`config.mk`:
```
export PLATFORM = sky130hd
export DESIGN_NAME = evt_timer8
export DESIGN_NICKNAME = d
export VERILOG_FILES = /design/src/rtl/evt_timer8_pkg.sv /design/src/rtl/evt_sync_edge.sv /design/src/rtl/evt_flag_bit.sv /design/src/rtl/evt_out_ctl.sv /design/src/rtl/evt_timer8.sv
export SDC_FILE = /design/constraint.sdc
export NUM_CORES = 1
export LEC_CHECK = 0
export BUFFER_PORTS_ARGS = -buffer_cell sky130_fd_sc_hd__buf_2
export CORE_ASPECT_RATIO = 1.25
export CORE_UTILIZATION = 45
export CTS_BUF_LIST = sky130_fd_sc_hd__clkbuf_4 sky130_fd_sc_hd__clkbuf_8
export CTS_CLUSTER_DIAMETER = 50
export DETAILED_ROUTE_END_ITERATION = 8
export MAX_ROUTING_LAYER = met4
export SYNTH_ARGS = -nofsm -noshare
export SYNTH_HDL_FRONTEND = slang
export SYNTH_SLANG_ARGS = --single-unit
```
`constraint.sdc`:
```
create_clock -name clk -period 5.2 [get_ports clk]
set_input_delay 0.26 -clock clk [delete_from_list [all_inputs] [get_ports clk]]
set_output_delay 0.26 -clock clk [all_outputs]
set_load 0.005 [all_outputs]
```
`src/rtl/evt_timer8_pkg.sv`:
```
package evt_timer8_pkg;

  typedef enum logic [1:0] {
    ACT_HOLD = 2'b00,
    ACT_LOW  = 2'b01,
    ACT_HIGH = 2'b10,
    ACT_TOG  = 2'b11
  } out_act_e;

  typedef enum logic [1:0] {
    CLR_NONE = 2'b00,
    CLR_CMPA = 2'b01,
    CLR_CMPB = 2'b10,
    CLR_EXT  = 2'b11
  } clr_sel_e;

  localparam logic [2:0] A_CNT  = 3'd0;
  localparam logic [2:0] A_CMPA = 3'd1;
  localparam logic [2:0] A_CMPB = 3'd2;
  localparam logic [2:0] A_CTRL = 3'd3;
  localparam logic [2:0] A_OUTC = 3'd4;
  localparam logic [2:0] A_IEN  = 3'd5;
  localparam logic [2:0] A_FLG  = 3'd6;

  localparam int NFLAG = 3;

  // new pin level after one output action
  function automatic logic apply_act(input logic cur, input logic [1:0] act);
    case (out_act_e'(act))
      ACT_LOW:  return 1'b0;
      ACT_HIGH: return 1'b1;
      ACT_TOG:  return ~cur;
      default:  return cur;
    endcase
  endfunction

  // counter successor, wrapping at the top
  function automatic logic [7:0] next_count(input logic [7:0] c);
    return c + 8'd1;
  endfunction

endpackage

```
`src/rtl/evt_sync_edge.sv`:
```
module evt_sync_edge #(
  parameter int STAGES = 2
) (
  input  logic clk,
  input  logic rst_n,
  input  logic din,
  output logic rise,
  output logic fall
);
  logic [STAGES:0] chain;

  genvar g;
  generate
    for (g = 0; g <= STAGES; g++) begin : g_stage
      if (g == 0) begin : g_first
        always_ff @(posedge clk or negedge rst_n)
          if (!rst_n) chain[0] <= 1'b0;
          else        chain[0] <= din;
      end else begin : g_next
        always_ff @(posedge clk or negedge rst_n)
          if (!rst_n) chain[g] <= 1'b0;
          else        chain[g] <= chain[g-1];
      end
    end
  endgenerate

  assign rise = chain[STAGES-1] & ~chain[STAGES];
  assign fall = ~chain[STAGES-1] & chain[STAGES];

  AST_RISE_ONE_CYCLE: assert property (@(posedge clk) disable iff (!rst_n)
    rise |=> !rise);
  AST_FALL_ONE_CYCLE: assert property (@(posedge clk) disable iff (!rst_n)
    fall |=> !fall);
endmodule

```
`src/rtl/evt_flag_bit.sv`:
```
module evt_flag_bit (
  input  logic clk,
  input  logic rst_n,
  input  logic set,
  input  logic rd,
  input  logic wr,
  input  logic wbit,
  output logic q
);
  logic arm;

  always_ff @(posedge clk or negedge rst_n) begin
    if (!rst_n) begin
      q   <= 1'b0;
      arm <= 1'b0;
    end else begin
      if (set)                     q <= 1'b1;
      else if (wr && !wbit && arm) q <= 1'b0;
      if (wr)                      arm <= 1'b0;
      else if (rd && q)            arm <= 1'b1;
    end
  end

  AST_FLAG_GUARDED_CLEAR: assert property (@(posedge clk) disable iff (!rst_n)
    (wr && (wbit || !arm) && !set) |=> $stable(q));
  AST_FLAG_SET_WINS: assert property (@(posedge clk) disable iff (!rst_n)
    set |=> q);
endmodule

```
`src/rtl/evt_out_ctl.sv`:
```
module evt_out_ctl
  import evt_timer8_pkg::*;
(
  input  logic       clk,
  input  logic       rst_n,
  input  logic       match_a,
  input  logic       match_b,
  input  logic [1:0] act_a,
  input  logic [1:0] act_b,
  output logic       pin
);
  logic after_a, after_b;

  always_comb begin
    after_a = match_a ? apply_act(pin, act_a) : pin;
    after_b = match_b ? apply_act(after_a, act_b) : after_a;
  end

  always_ff @(posedge clk or negedge rst_n)
    if (!rst_n) pin <= 1'b0;
    else        pin <= after_b;

  AST_OUT_IDLE: assert property (@(posedge clk) disable iff (!rst_n)
    !(match_a || match_b) |=> $stable(pin));
endmodule

```
`src/rtl/evt_timer8.sv`:
```
module evt_timer8
  import evt_timer8_pkg::*;
#(
  parameter int W     = 8,
  parameter int NTICK = 4
) (
  input  logic             clk,
  input  logic             rst_n,
  input  logic             reg_we,
  input  logic             reg_re,
  input  logic [2:0]       reg_addr,
  input  logic [W-1:0]     reg_wdata,
  output logic [W-1:0]     reg_rdata,
  input  logic [NTICK-1:0] int_tick,
  input  logic             ext_clk,
  input  logic             ext_rst,
  input  logic             ext_trig,
  output logic             tmr_out,
  output logic             irq
);
  localparam int SYNC = 2;

  logic [W-1:0] cnt, cmp_a, cmp_b, cnt_inc;
  logic [7:0]   ctrl;
  logic [3:0]   outc;
  logic [NFLAG-1:0] ien, flags, flag_set;

  logic [2:0] clk_sel;
  clr_sel_e   clr_sel;
  logic       trig_en;
  assign clk_sel = ctrl[2:0];
  assign clr_sel = clr_sel_e'(ctrl[4:3]);
  assign trig_en = ctrl[5];

  // synchronized external events
  logic eclk_rise, eclk_fall, erst_rise, erst_fall, trig_rise, trig_fall;
  evt_sync_edge #(.STAGES(SYNC)) u_sync_clk (.clk(clk), .rst_n(rst_n), .din(ext_clk),
    .rise(eclk_rise), .fall(eclk_fall));
  evt_sync_edge #(.STAGES(SYNC)) u_sync_rst (.clk(clk), .rst_n(rst_n), .din(ext_rst),
    .rise(erst_rise), .fall(erst_fall));
  evt_sync_edge #(.STAGES(SYNC)) u_sync_trg (.clk(clk), .rst_n(rst_n), .din(ext_trig),
    .rise(trig_rise), .fall(trig_fall));

  // count source selection
  logic tick;
  always_comb begin
    tick = 1'b0;
    case (clk_sel)
      3'd5: tick = eclk_rise;
      3'd6: tick = eclk_fall;
      3'd7: tick = eclk_rise | eclk_fall;
      default:
        for (int i = 0; i < NTICK; i++)
          if (clk_sel == 3'(i + 1)) tick = int_tick[i];
    endcase
  end

  // trigger gate
  logic started;
  always_ff @(posedge clk or negedge rst_n)
    if (!rst_n)         started <= 1'b0;
    else if (!trig_en)  started <= 1'b0;
    else if (trig_rise) started <= 1'b1;

  // named internal events
  logic run, match_a, match_b, ovf_evt, clr_evt, cnt_we;
  assign run      = tick && (!trig_en || started);
  assign cnt_inc  = next_count(cnt);
  assign match_a  = run && (cnt_inc == cmp_a);
  assign match_b  = run && (cnt_inc == cmp_b);
  assign ovf_evt  = run && (cnt == {W{1'b1}});
  assign clr_evt  = (clr_sel == CLR_CMPA && match_a) ||
                    (clr_sel == CLR_CMPB && match_b) ||
                    (clr_sel == CLR_EXT  && erst_rise);
  assign cnt_we   = reg_we && (reg_addr == A_CNT);

  always_ff @(posedge clk or negedge rst_n) begin
    if (!rst_n) begin
      cnt <= '0; cmp_a <= '0; cmp_b <= '0;
      ctrl <= '0; outc <= '0; ien <= '0;
    end else begin
      if (cnt_we)       cnt <= reg_wdata;
      else if (clr_evt) cnt <= '0;
      else if (run)     cnt <= cnt_inc;
      if (reg_we) begin
        case (reg_addr)
          A_CMPA:  cmp_a <= reg_wdata;
          A_CMPB:  cmp_b <= reg_wdata;
          A_CTRL:  ctrl  <= reg_wdata[7:0];
          A_OUTC:  outc  <= reg_wdata[3:0];
          A_IEN:   ien   <= reg_wdata[NFLAG-1:0];
          default: ;
        endcase
      end
    end
  end

  // status flags
  assign flag_set = {ovf_evt, match_b, match_a};
  genvar f;
  generate
    for (f = 0; f < NFLAG; f++) begin : g_flag
      evt_flag_bit u_flag (
        .clk(clk), .rst_n(rst_n), .set(flag_set[f]),
        .rd(reg_re && reg_addr == A_FLG), .wr(reg_we && reg_addr == A_FLG),
        .wbit(reg_wdata[f]), .q(flags[f]));
    end
  endgenerate

  assign irq = |(flags & ien);

  evt_out_ctl u_out (.clk(clk), .rst_n(rst_n), .match_a(match_a), .match_b(match_b),
    .act_a(outc[1:0]), .act_b(outc[3:2]), .pin(tmr_out));

  always_comb begin
    case (reg_addr)
      A_CNT:   reg_rdata = cnt;
      A_CMPA:  reg_rdata = cmp_a;
      A_CMPB:  reg_rdata = cmp_b;
      A_CTRL:  reg_rdata = W'(ctrl);
      A_OUTC:  reg_rdata = W'(outc);
      A_IEN:   reg_rdata = W'(ien);
      A_FLG:   reg_rdata = W'(flags);
      default: reg_rdata = '0;
    endcase
  end

  // assertion support: has any match happened since reset
  logic seen_match;
  always_ff @(posedge clk or negedge rst_n)
    if (!rst_n)                   seen_match <= 1'b0;
    else if (match_a || match_b)  seen_match <= 1'b1;

  AST_OUT_QUIET_AFTER_RESET: assert property (@(posedge clk) disable iff (!rst_n)
    !seen_match |-> !tmr_out);
  AST_WRITE_WINS: assert property (@(posedge clk) disable iff (!rst_n)
    cnt_we |=> cnt == $past(reg_wdata));
  AST_CLEAR_ON_A: assert property (@(posedge clk) disable iff (!rst_n)
    (match_a && clr_sel == CLR_CMPA && !cnt_we) |=> cnt == '0);
  AST_WRAP_ZERO: assert property (@(posedge clk) disable iff (!rst_n)
    (ovf_evt && !cnt_we && !clr_evt) |=> cnt == '0);
endmodule

```
# After elaboration in Yosys (flattened, before gate mapping)

Cells that the tools add are included.

Flip-flop bits (word level): 56
Input port bits: 22
Output and inout port bits: 10
Logic and storage cells: 129

Add/subtract/negate cells: 1
Eq/ne operators: 26
Mux-type cells: 27
Bitwise operators: 12
Reductions and logical operators: 40

Operator list:

| operator                                              | number |
|---|---|
| one-hot mux 8 bit (7 select lines)                    | 1 |
| 2-to-1 mux 8 bit                                      | 3 |
| equality test 3 bit, second input constant            | 7 |
| 2-to-1 mux 1 bit                                      | 20 |
| logical AND 1 bit                                     | 19 |
| equality test 8 bit                                   | 2 |
| equality test 2 bit, second input constant            | 6 |
| equality test 3 x 2 -> 1 bit, second input constant   | 4 |
| nonzero test 2 bit                                    | 6 |
| AND reduction 2 bit                                   | 5 |
| one-hot mux 1 bit (3 select lines)                    | 3 |
| adder 8 x 1 -> 8 bit, second input constant           | 1 |
| equality test 8 bit, second input constant            | 1 |
| equality test 2 x 1 -> 1 bit, second input constant   | 3 |
| equality test 3 x 1 -> 1 bit, second input constant   | 2 |
| NOT 1 bit                                             | 6 |
| AND 1 bit                                             | 4 |
| logical NOT 1 bit                                     | 4 |
| AND 3 bit                                             | 1 |
| logical NOT 3 bit                                     | 1 |
| logical OR 1 bit                                      | 3 |
| nonzero test 3 bit                                    | 1 |
| OR reduction 3 bit                                    | 1 |
| inequality test 2 x 1 -> 1 bit, second input constant | 1 |
| OR 1 bit                                              | 1 |

# Longest topological paths before layout

Gate-level depths: netlist (run 1).

Depth in word-level cells: 13
Depth in mapped cells: 10

# Cells and area by module

A second synthesis (run 1) with hierarchy kept.

Cell total of the unflattened synthesis: 298
Area total of the unflattened synthesis: 3236.9 um^2

Modules (own cells, without submodules):

| module        | times used | cells each | area each (um^2) | seq. area each (um^2) |
|---|---|---|---|---|
| evt_timer8    | 1          | 259        | 2688.8           | 1001.0 |
| evt_sync_edge | 3          | 5          | 90.1             | 75.1 |
| evt_flag_bit  | 3          | 6          | 73.8             | 50.0 |
| evt_out_ctl   | 1          | 6          | 56.3             | 25.0 |

# Worst setup path before layout (run 1)

Ideal clock, no wire load.

Path kind: reg-to-reg
From: reg u_sync_clk.chain[1]
To: reg cnt[1]
Library setup time: 94 ps
Arrival: 2002 ps
Required time: 5106 ps
Slack: 3104 ps
Cell stages (with the launch flop): 9
Path buffers: 0
Period minus slack after synthesis: 2096 ps
Cell sequence: dfrtp_1 -> ha_1 -> mux2_4 -> a221oi_2 -> nor3_2 -> nor4b_4 -> and3_4 -> a31o_4 -> a221oi_2

Word-level cells in the longest chain between the ends: 11

Ends and longest elaborated chain:

| element                                     | line                               | text |
|---|---|---|
| from (decl)                                 | evt_sync_edge.sv:10                | `logic [STAGES:0] chain;` |
| from (signal, indexed assignment)           | evt_sync_edge.sv:22                | `else chain[g] <= chain[g-1];` |
| NOT 1 bit                                   | evt_sync_edge.sv:28                | `assign fall = ~chain[STAGES-1] & chain[STAGES];` |
| AND 1 bit                                   | evt_sync_edge.sv:28                |  |
| OR 1 bit                                    | evt_timer8.sv:51                   | `3'd7: tick = eclk_rise \| eclk_fall;` |
| one-hot mux 1 bit (3 select lines) (*)      | evt_timer8.sv:48                   | `case (clk_sel)` |
| logical AND 1 bit (*)                       | evt_timer8.sv:67                   | `assign run = tick && (!trig_en \|\| started);` |
| logical AND 1 bit, on equally long branches | evt_timer8.sv:69, evt_timer8.sv:70 |  |
| logical AND 1 bit, on equally long branches | evt_timer8.sv:72, evt_timer8.sv:73 |  |
| logical OR 1 bit                            | evt_timer8.sv:72                   | `assign clr_evt = (clr_sel == CLR_CMPA && match_a) \|\|` |
| logical OR 1 bit                            | evt_timer8.sv:73                   | `(clr_sel == CLR_CMPB && match_b) \|\|` |
| 2-to-1 mux 8 bit                            | evt_timer8.sv:83                   | `else if (clr_evt) cnt <= '0;` |
| 2-to-1 mux 8 bit                            | evt_timer8.sv:82                   | `if (cnt_we) cnt <= reg_wdata;` |
| to (signal assigned)                        | evt_timer8.sv:82                   |  |
| to (signal assigned)                        | evt_timer8.sv:84                   | `else if (run) cnt <= cnt_inc;` |
| to (decl)                                   | evt_timer8.sv:23                   | `logic [W-1:0] cnt, cmp_a, cmp_b, cnt_inc;` |

Mark *: on every way between the ends. The rest lies on a longest branch, timed or not.
A chain may end at the register's enable or synchronous reset.

# Final worst setup path (run 1)

Ends and elaborated chain as after synthesis.

==> results_dict.tcl, run 1 <==
set metrics [dict create \
    status "completed" \
    p_leak_nw 1.507 \
    fin_area_um2 3448 \
    hold_ws_ns 0.04348 \
    n_fill_cell 648 \
    fmax_mhz 367.7 \
    ff_latch_area_um2 1401 \
    cts-root-buf "clkbuf_8" \
    min_period_ns 2.720 \
    tightest_slew_ns 0.8426 \
    multi_input_area_um2 1638 \
    final_core_util_pct 51.55 \
    slew_headroom_pct 43.62 \
    skew_ns 0.01270 \
    gp_congestion 0.8726 \
    ctsHoldBuffers 0 \
    cp-end-kind "register" \
    final_cells 398 \
    dieArea_um2 7367 \
    grt_pass1_wl_mm 11.69 \
    post-place-cells 391 \
    nets 336 \
    syn_area_um2 3162 \
    period_share_pct 52.30 \
    drt_iter0_markers 139 \
    synth-edff-count 0 \
    num_antenna_cells 0 \
    cts_sinks 56 \
    grt_max_degree 57 \
    synthArstFlopShare_pct 100.0 \
    ant_nets 0 \
    arrival_ns 2.88 \
    die_y_um 95.72 \
    synth_warnings 0 \
    fin_tns_setup_ns 0 \
    setup.worst_path.class "register to register" \
    clkTransAtPathRegs_ns 0.10 \
    drive_above_1_share_pct 28.62 \
    drtPass1Iterations 4 \
    postSynthAreaPerCell_um2 10.98 \
    core_area_um2 6689 \
    numCtsBuffers 5 \
    grt_pass1_vias 2276 \
    synth-seq-cells 56 \
    vias_per_cell 5.641 \
    hold_viol_final 0 \
    antenna_found_initial 0 \
    clockBufferDepth 2 \
    ys_seq_area_share_pct 44.32 \
    power.density_nw_per_um2 392.4 \
    synth_cells 288 \
    synthFlopType "dfrtp_1" \
    vdd_drop_max_uv 187.4 \
    num_rows 33 \
    netlist_top_cells_area "dfrtp_1 (44%), mux2_2 (11%), mux4_2 (5.7%), xnor2_1 (3.9%), nand2_1 (2.7%)" \
    htree_levels 2 \
    synth_top_area_cell "dfrtp_1" \
    cts_tree "built" \
    grt_setup_unrepaired "no" \
    port_buffers 31 \
    place_area_um2 3352 \
    routedWlPerCell_um 17.87 \
    post_cts_buffers 0 \
    hold_path_class "input port to register" \
    dp_hpwl_mm 5.066 \
    io_pins 32 \
    synth.distinct_cells 52 \
    worstPathMaxFanout 13 \
    syn-num-nets 313 \
    clk_latency_ns 0.31 \
    max_cap_violations 0 \
    grt_overflow 0 \
    drv_slew 0 \
    vias 2245 \
    drc 0 \
    areaGrowthSynthToFinish_pct 9.062 \
    critPathRequiredTime_ns 5.36 \
    initial_utilization_pct 47.27 \
    dieWidth_um 76.97 \
    startpoint_type "register" \
    synth_top_area_share_pct 44.32 \
    post_cts_resized 0 \
    finalSetupViolCount 0 \
    track_usage_pct 21.81 \
    routed_wl_mm 7.114 \
]
-- metal layers --
layer  vias to the layer above  track usage (%)  routed length, µm
li1                       1078                -                  -
met1                      1109            27.42               3140
met2                        49            36.68               3585
met3                         9            3.697                292
met4                         0            6.132                 95
met5                         -                -                  0
-- through the flow --
step | power (mW) | setup WS, ns
global route | 1.447 | 2.186
global placement | 1.101 | 2.534
CTS | 1.371 | 2.427
detailed placement | 1.108 | 2.448
finish | 1.353 | 2.480
floorplan | 0.9971 | 3.104
-- logic make-up after synthesis --
kind of cell / count (synthesis) / synth area share [%]
multiplexers: 43 / 18.12
AND/OR/NAND/NOR: 88 / 15.12
AO/OA/AOI/OAI: 50 / 10.61
buffers and inverters: 26 / 3.878
XOR/XNOR: 22 / 6.767
adder cells (fa/ha/maj): 3 / 1.187
flip-flops: 56 / 44.32
-- synth_stat cells (2+ instances only) --
cell type   n
dfrtp_1    56
mux2_2     30
nand2_1    23
nor2_1     18
a21oi_1    15
o21ai_0    15
xnor2_1    14
inv_1       9
clkbuf_1    8
mux4_2      8
nand4_1     6
nor2b_1     6
xor2_1      6
and3_1      5
buf_2       5
nand3_1     5
and2_1      4
mux2i_1     4
nand2b_1    4
a31oi_1     3
ha_1        3
nand3b_1    3
or3_1       3
a211oi_1    2
a21o_1      2
a221oi_2    2
a41oi_1     2
buf_6       2
nor3_1      2
-- registers in the layout, summed over array words and instances (netlist names) --
register / cells
cmp_a: 8
cmp_b: 8
cnt: 8
ctrl: 8
outc: 4
g_flag.u_flag.arm: 3
g_flag.u_flag.q: 3
ien: 3
u_sync_clk.chain: 3
u_sync_rst.chain: 3
u_sync_trg.chain: 3
started: 1
u_out.pin: 1
-- power by group --
| group | switching (mW) | total, mW | leakage [nW] | internal, mW |
|---|---|---|---|---|
| combinational | 0.216 | 0.456 | 0.768 | 0.240 |
| sequential | 0.116 | 0.641 | 0.688 | 0.525 |
| clock | 0.137 | 0.256 | 0.0503 | 0.119 |
-- worst paths after layout --
kind / from / end / slack [ns] / depth (start not counted)
worst min register to register: u_sync_rst.chain[0]$_DFF_PN0_ / u_sync_rst.chain[1]$_DFF_PN0_ / 0.35 / 0
worst min-delay path: ext_trig / u_sync_trg.chain[0]$_DFF_PN0_ / 0.04 / 1
max in group asynchronous: rst_n / u_sync_rst.chain[0]$_DFF_PN0_ / 4.64 / 2
worst max-delay path: u_sync_clk.chain[1]$_DFF_PN0_ / cnt[1]$_DFFE_PN0P_ / 2.48 / 9
worst max register to register: u_sync_clk.chain[1]$_DFF_PN0_ / cnt[1]$_DFFE_PN0P_ / 2.48 / 9
min in group asynchronous: rst_n / cmp_a[5]$_DFFE_PN0P_ / 0.07 / 2
-- worst max-delay path, stage by stage (launching register included) --
cell	delay, ns
dfrtp_1	0.39
inv_1	0.06
ha_1	0.28
nor2b_1	0.13
o32ai_2	0.11
nor3_2	0.67
nand4_1	0.32
o31ai_1	0.33
a31o_4	0.21
a221oi_2	0.08
-- cell usage in the layout, fill, tap and decap left out, types with 4 or more instances in the layout --
cell and count:
dfrtp_1 56, buf_2 31, mux2_2 30, nand2_1 23
nor2_1 18, a21oi_1 15, o21ai_0 15, xnor2_1 14
inv_1 9, mux4_2 8, clkbuf_8 7, nor2b_1 6
xor2_1 6, nand4_1 6, and3_1 5, nand3_1 5
mux2i_1 4, and2_1 4, nand2b_1 4
-- layout make-up --
class,count,share of cell area [%]
inverters,9,0.9797
repair buffers,33,4.935
multi-input cells,206,47.50
clock buffers,7,2.794
well taps,87,3.157
flip-flops and latches,56,40.64
Power figures use the tool's default switching activity.
==> run 2, diff against run 1 <==
- PLACE_DENSITY: unset -> 0.66
- clock period: 5.2 -> 2.5 ns (I/O delays scaled with it)
==> results_dict.tcl, run 2 (synthesized netlist as in run 1, its figures left out) <==
set metrics [dict create \
    fin_area_um2 3578 \
    status "completed" \
    routed_wl_mm 7.156 \
    critPathBufInv 1 \
    dp_hpwl_mm 5.295 \
    max_stage_delay_ns 0.44 \
    arrival_ns 2.60 \
    clk_latency_ns 0.31 \
    vias 2303 \
    finalPower_mw 2.931 \
    final_common_cell "dfrtp_1" \
    num_antenna_cells 0 \
    ant_nets 0 \
    cp-end-kind "register" \
    max_cap_violations 0 \
    drt_iter0_markers 160 \
    drive_above_1_share_pct 31.38 \
    p_int_mw 1.929 \
    grt_pass1_vias 2326 \
    gp_congestion 0.8339 \
    ff_latch_area_um2 1403 \
    areaGrowthSynthToFinish_pct 13.18 \
    hold_start "reg_wdata[5]" \
    path_cells "ha_1, nand3_1, or3_1, a22oi_1, nand4_1, buf_4, or2_2, mux2i_1" \
    cp_slowest_cell "dfrtp_1" \
    drc 0 \
    r2r_start "cnt[1]$_DFFE_PN0P_" \
    power.share.clock_pct 20.2 \
    nets 349 \
    most-common-layout-cells "dfrtp_1 (55), buf_2 (31), mux2_2 (30)" \
    clkTransAtPathRegs_ns 0.10 \
    port_buffers 31 \
    grt_max_degree 35 \
    vdd_drop_max_uv 402.0 \
    r2r_cells 8 \
    cts_sinks 56 \
    numCtsBuffers 5 \
    num_rows 33 \
    period_share_pct 94.42 \
    final_core_util_pct 53.50 \
    dieWidth_um 76.97 \
    post_cts_buffers 0 \
    final_cells 412 \
    skew_ns 0.008561 \
    grt_setup_unrepaired "no" \
    hold_path_class "input port to register" \
    power.density_nw_per_um2 818.9 \
    crit_family "simple AND/OR/NAND/NOR gates" \
    cts_tree "built" \
    n_fill_cell 626 \
    clockBufferDepth 2 \
    slew_headroom_pct 49.20 \
    r2r-end "u_out.pin$_DFF_PN0_" \
    fin_tns_setup_ns 0 \
    hold_viol_final 0 \
    dieArea_um2 7367 \
    worstPathMaxFanout 5 \
    min_period_ns 2.360 \
    io_pins 32 \
    drv_slew 0 \
    initial_utilization_pct 47.27 \
    reg2reg_slack_ns 0.14 \
    pwr-share-comb_pct 34.7 \
    tightest_slew_ns 0.7620 \
    vias_per_cell 5.590 \
    critPathLaunch "cnt[1]$_DFFE_PN0P_" \
    grt_pass1_wl_mm 11.85 \
    core_area_um2 6689 \
    p_leak_nw 1.572 \
    multi_input_area_um2 1644 \
    setup.worst_path.class "register to register" \
    hold_end "cmp_b[5]$_DFFE_PN0P_" \
    pwr-share-seq_pct 45.1 \
    drtPass1Iterations 4 \
    critPathRequiredTime_ns 2.74 \
    htree_levels 2 \
    grt_overflow 0 \
    die_y_um 95.72 \
    track_usage_pct 22.01 \
    switchingPower_mw 1.001 \
    fmax_mhz 423.7 \
    p_sw_share_pct 34.16 \
    startpoint_type "register" \
    antenna_found_initial 0 \
    place_area_um2 3420 \
    finalSetupViolCount 0 \
    hold_depth 2 \
    routedWlPerCell_um 17.37 \
    cts-root-buf "clkbuf_8" \
    post-place-cells 400 \
]
## run 2: power groups by stage
stage | sequential (mW) | combinational, mW | clock (mW)
2_1_floorplan | 1.22 | 0.856 | 0
6_report | 1.32 | 1.02 | 0.591
3_5_place_dp | 1.33 | 1.01 | 0
4_1_cts | 1.31 | 1.02 | 0.606
3_3_place_gp | 1.32 | 0.999 | 0
5_1_grt | 1.36 | 1.13 | 0.646
## run 2: routing by layer
| layer | routed length [µm] | GRT usage, % | vias up |
|---|---|---|---|
| met2 | 3696 | 36.90 | 48 |
| li1 | - | - | 1101 |
| met4 | 111 | 6.604 | 0 |
| met1 | 3105 | 28.16 | 1145 |
| met5 | 0 | - | - |
| met3 | 242 | 2.844 | 9 |
## run 2: through the flow
step	hold slack [ns]	setup slack, ns
3_3_place_gp	0.2326	0.1462
5_1_grt	0.09220	0.003477
2_1_floorplan	-0.1706	0.4043
6_report	0.09161	0.1396
3_5_place_dp	0.2343	0.1319
4_1_cts	0.09032	0.1019
## run 2: worst max-delay path by stage
stage                                     end  slack (ns)  depth (start not counted)
after global routing       cnt[1]$_DFFE_PN0P_       0.003                          8
after CTS                  cnt[1]$_DFFE_PN0P_        0.10                          8
final                     u_out.pin$_DFF_PN0_        0.14                          8
after detailed placement   cnt[1]$_DFFE_PN0P_        0.13                          8
after floorplan            cnt[1]$_DFFE_PN0P_        0.40                          8
after global placement     cnt[1]$_DFFE_PN0P_        0.15                          9
## run 2: final cells by class
| class | count | share of cell area, % |
|---|---|---|
| multi-input combinational | 206 | 45.94 |
| inverter | 9 | 0.9441 |
| clock inverter | 3 | 1.189 |
| clock buffer | 5 | 1.923 |
| timing repair buffer | 46 | 7.762 |
| tap | 87 | 3.042 |
| sequential | 56 | 39.20 |
## run 2: repair_timing
item | 4_1_cts | 5_1_grt
setup endpoints to repair | 0 | 8
gates resized for setup | 0 | 3
hold endpoints to repair | 35 | 0
hold buffers | 4 | 0
